[config.mk]
export PLATFORM = sky130hd
export DESIGN_NAME = wdog_keyed
export DESIGN_NICKNAME = d
export VERILOG_FILES = /design/src/rtl/wdog_pkg.sv /design/src/rtl/wdog_keyreg.sv /design/src/rtl/wdog_counter.sv /design/src/rtl/wdog_keyed.sv
export SDC_FILE = /design/constraint.sdc
export NUM_CORES = 1
export LEC_CHECK = 0
export CAP_MARGIN = 20
export CORE_AREA = 3 3 40 42
export CTS_CLUSTER_SIZE = 20
export DETAILED_ROUTE_END_ITERATION = 12
export DIE_AREA = 0 0 43 45
export GPL_TIMING_DRIVEN = 0
export PLACE_DENSITY = 0.63
export REMOVE_ABC_BUFFERS = 1
export SLEW_MARGIN = 25
export SYNTH_ARGS = -nofsm -noshare
export SYNTH_HDL_FRONTEND = slang
export SYNTH_HIERARCHICAL = 1
export SYNTH_SLANG_ARGS = --single-unit
[constraint.sdc]
create_clock -name clk -period 3.6 [get_ports clk]
set_input_delay 0.54 -clock clk [delete_from_list [all_inputs] [get_ports clk]]
set_output_delay 0.54 -clock clk [all_outputs]
set_load 0.02 [all_outputs]
[src/rtl/wdog_pkg.sv]
package wdog_pkg;
    localparam int KEY_W = 4;
    typedef logic [KEY_W-1:0] key_t;
    localparam key_t KEY_OFF = 4'b1010;
    localparam key_t KEY_ON  = 4'b0101;

    typedef struct packed {
        logic hw_en;
        key_t key;
    } en_cfg_t;

    function automatic logic wd_active(en_cfg_t c);
        return c.hw_en || (c.key != KEY_OFF);
    endfunction
endpackage

[src/rtl/wdog_keyreg.sv]
module wdog_keyreg
    import wdog_pkg::*;
(
    input  logic clk,
    input  logic rst,
    input  logic wr_en,
    input  key_t wr_data,
    output key_t key
);
    always_ff @(posedge clk) begin
        if (rst)        key <= KEY_OFF;
        else if (wr_en) key <= wr_data;
    end

    a_r1_key_reset: assert property (@(posedge clk) rst |=> key == KEY_OFF);
    a_r4_key_write: assert property (@(posedge clk) disable iff (rst)
        wr_en |=> key == $past(wr_data));
endmodule

[src/rtl/wdog_counter.sv]
module wdog_counter #(
    parameter int TIMEOUT = 16,
    localparam int CW = $clog2(TIMEOUT + 1)
) (
    input  logic clk,
    input  logic rst,
    input  logic run,
    input  logic kick,
    output logic ovf
);
    logic [CW-1:0] cnt;
    localparam logic [CW-1:0] LAST = CW'(TIMEOUT - 1);

    always_ff @(posedge clk) begin
        if (rst) begin
            cnt <= '0;
            ovf <= 1'b0;
        end else begin
            ovf <= 1'b0;
            if (!run || kick) cnt <= '0;
            else if (cnt == LAST) begin
                cnt <= '0;
                ovf <= 1'b1;
            end else cnt <= cnt + 1'b1;
        end
    end

    a_r5_pulse: assert property (@(posedge clk) disable iff (rst) ovf |=> !ovf);
    a_r7_idle_zero: assert property (@(posedge clk) disable iff (rst)
        !run |=> cnt == '0);
    a_r6_kick_clear: assert property (@(posedge clk) disable iff (rst)
        (run && kick) |=> (cnt == '0 && !ovf));
endmodule

[src/rtl/wdog_keyed.sv]
module wdog_keyed
    import wdog_pkg::*;
#(
    parameter int TIMEOUT = 16
) (
    input  logic       clk,
    input  logic       rst,
    input  logic       hw_en,
    input  logic       wr_en,
    input  logic [3:0] wr_data,
    input  logic       kick,
    output logic [3:0] rd_key,
    output logic       active,
    output logic       rst_req
);
    key_t    key;
    en_cfg_t cfg;

    wdog_keyreg u_key (
        .clk(clk), .rst(rst), .wr_en(wr_en), .wr_data(wr_data), .key(key)
    );

    always_comb begin
        cfg.hw_en = hw_en;
        cfg.key   = key;
    end

    assign active = wd_active(cfg);
    assign rd_key = key;

    wdog_counter #(.TIMEOUT(TIMEOUT)) u_cnt (
        .clk(clk), .rst(rst), .run(active), .kick(kick), .ovf(rst_req)
    );

    a_r2_hw_force: assert property (@(posedge clk) disable iff (rst)
        hw_en |-> active);
    a_r3_key_off: assert property (@(posedge clk) disable iff (rst)
        (!hw_en && rd_key == 4'b1010) |-> !active);
    a_r7_no_req_idle: assert property (@(posedge clk) disable iff (rst)
        !$past(active) |-> !rst_req);
endmodule

==> out/metrics.yaml <==
cpMaxStageDelayCell: "clkdlybuf4s50_1"
via_count: 305
slew_headroom: 0.829
io_buffers: 14
fin_skew_ns: 0.00303
grt_pass1_wl_um: 1260
place_congestion: 0.607
synth-seq-cells: 10
dpl_cell_area_um2: 542
outcome: "finished clean"
routedWlPerCell_um: 9.65
slowest_delay_ns: 0.56
crit_type: "in2out"
dr.pass1.iters: 2
synth.distinct_cells: 15
clk_pin_slew_ns: 0.07
power_density_nw_per_um2: 431
arrival_ns: 1.87
ant_nets: 0
finalHoldViolations: 0
final_area_um2: 578
overflow: 0
vias_per_cell: 4.49
ioPinCount: 15
drv_slew: 0
cts-buffers-inserted: 3
dieArea_um2: 1940
grt_max_degree: 7
max_slew.worst_pin.slew_ns: 0.255
ctsLongestPathBuffers: 2
fp.dieH_um: 45
cts-root-buf: "clkbuf_4"
cts_resized: 0
synthesis.instances: 35
maxCapViolations: 0
grt_usage: 0.0917
synth_area_um2: 383
crit_top_cell: "clkdlybuf4s50_1"
fin_crit_sh: 0.671
vdd_ir_drop_max_uv: 204
wl_um: 656
antenna_found_initial: 0
clock-sinks: 10
remaining_drc_errors: 0
worstSetupStartpointType: "primary input"
hpwlAfterDp_um: 509
tns_ns: 0
die_w_um: 43
crit_required_ns: 3.06
layout-drive-gt1-share: 0.132
setup_viol: 0
rsz0062_at_grt: "false"
yosys_warnings: 6
final_util: 0.450
min_period_ns: 2.41
clk_latency_ns: 0.26
htreeDepth: 1
crit_path_end_kind: "output port"
avgSynthCellArea_um2: 10.9
nets: 65
rows: 13
min_path_type: "reg2reg"
final_common_cell: "clkdlybuf4s50_1"
area.growth.synth_to_final_pct: 51.0
mostFrequentLayoutCells: "clkdlybuf4s50_1 (14), dfxtp_1 (10), nor2_1 (7)"
cts_tree: "yes"
path_cells: "clkdlybuf4s50_1 > nor4b_2 > nand2_1 > clkdlybuf4s50_1"
cts_setup_buffers: 0
grt_pass1_vias: 335
core_um2: 1280
worstPathMaxFanout: 3
max_freq_ghz: 0.414
synth_seq_area_share: 0.523
fill_cells: 132
initial_core_util: 0.298
diodes: 0
drt_iter0_drc: 2
cts_hold_buf: 0
cellLeakagePower_nw: 0.235
## cells in the mapped netlist, drive strengths merged
library cell	n	share of area
nor2b	2	0.033
xor2	1	0.023
and3	1	0.016
mux2i	2	0.052
nand3	1	0.013
inv	2	0.020
dfxtp	10	0.52
ha	2	0.065
nand2	1	0.0098
nor2	7	0.069
and4bb	1	0.033
nor4b	1	0.039
a211o	2	0.046
or4b	1	0.036
xnor2	1	0.023
## kinds of logic (layout without fill, tap and decap cells)
family                     after synthesis  in the layout  share of synthesized area
and+or+nand+nor                         15             15                      0.248
muxes                                    2              2                     0.0523
buffers and inverters                    2             20                     0.0196
DFF                                     10             10                      0.523
AOI/OAI and AO/OA                        2              2                     0.0458
xor gates and xnor gates                 2              2                     0.0458
adders and majority gates                2              2                     0.0653
## metrics by stage
step	cells	worst slack (ns)	total power [mW]	hold WS (ns)
floorplan	35	2.04	0.134	0.417
finish	68	1.19	0.249	0.447
global route	68	1.13	0.263	0.475
CTS	68	1.18	0.254	0.450
detailed placement	64	1.18	0.154	0.439
global placement	64	1.18	0.154	0.439
## routing by layer
| layer | vias up | routed length (um) | global-route usage |
|---|---|---|---|
| li1 | 156 | - | - |
| met1 | 134 | 280 | 0.0944 |
| met2 | 13 | 303 | 0.144 |
| met3 | 2 | 61 | 0.0319 |
| met4 | 0 | 11 | 0.0904 |
| met5 | - | 0 | 0 |
## flip-flops by register name, summed over array words and instances, names as in the netlist
register   cells
u_cnt/cnt      5
u_key/key      4
u_cnt/ovf      1
## final timing paths
path	from	to	slack, ns	depth (start not counted)
worst max-delay path	hw_en	active	1.19	4
worst min-delay path	u_cnt/cnt[0]	u_cnt/cnt[0]	0.45	1
worst max register to register	u_cnt/cnt[0]	u_cnt/cnt[2]	1.95	5
worst min register to register	u_cnt/cnt[0]	u_cnt/cnt[0]	0.45	1
## power by group
part | internal [mW] | leakage [nW] | total, mW | switching, mW
clock network | 0.0613 | 0.0210 | 0.0982 | 0.0369
registers | 0.115 | 0.0818 | 0.118 | 0.00297
logic | 0.0201 | 0.133 | 0.0333 | 0.0132
total | 0.196 | 0.235 | 0.249 | 0.0531
## layout make-up
class	count	area [um^2]	share of cell area
clock buffer	4	36.3	0.0628
inverter	2	7.51	0.0130
multi-input combinational	23	175	0.303
sequential	10	200	0.346
tap	15	18.8	0.0325
timing repair buffer	14	140	0.242
## worst max-delay path, delay by kind of cell
kind / cells / cell delay [ns]
buffers and inverters: 2 / 0.97
AND/OR/NAND/NOR: 2 / 0.37
Power figures use the tool's default switching activity.
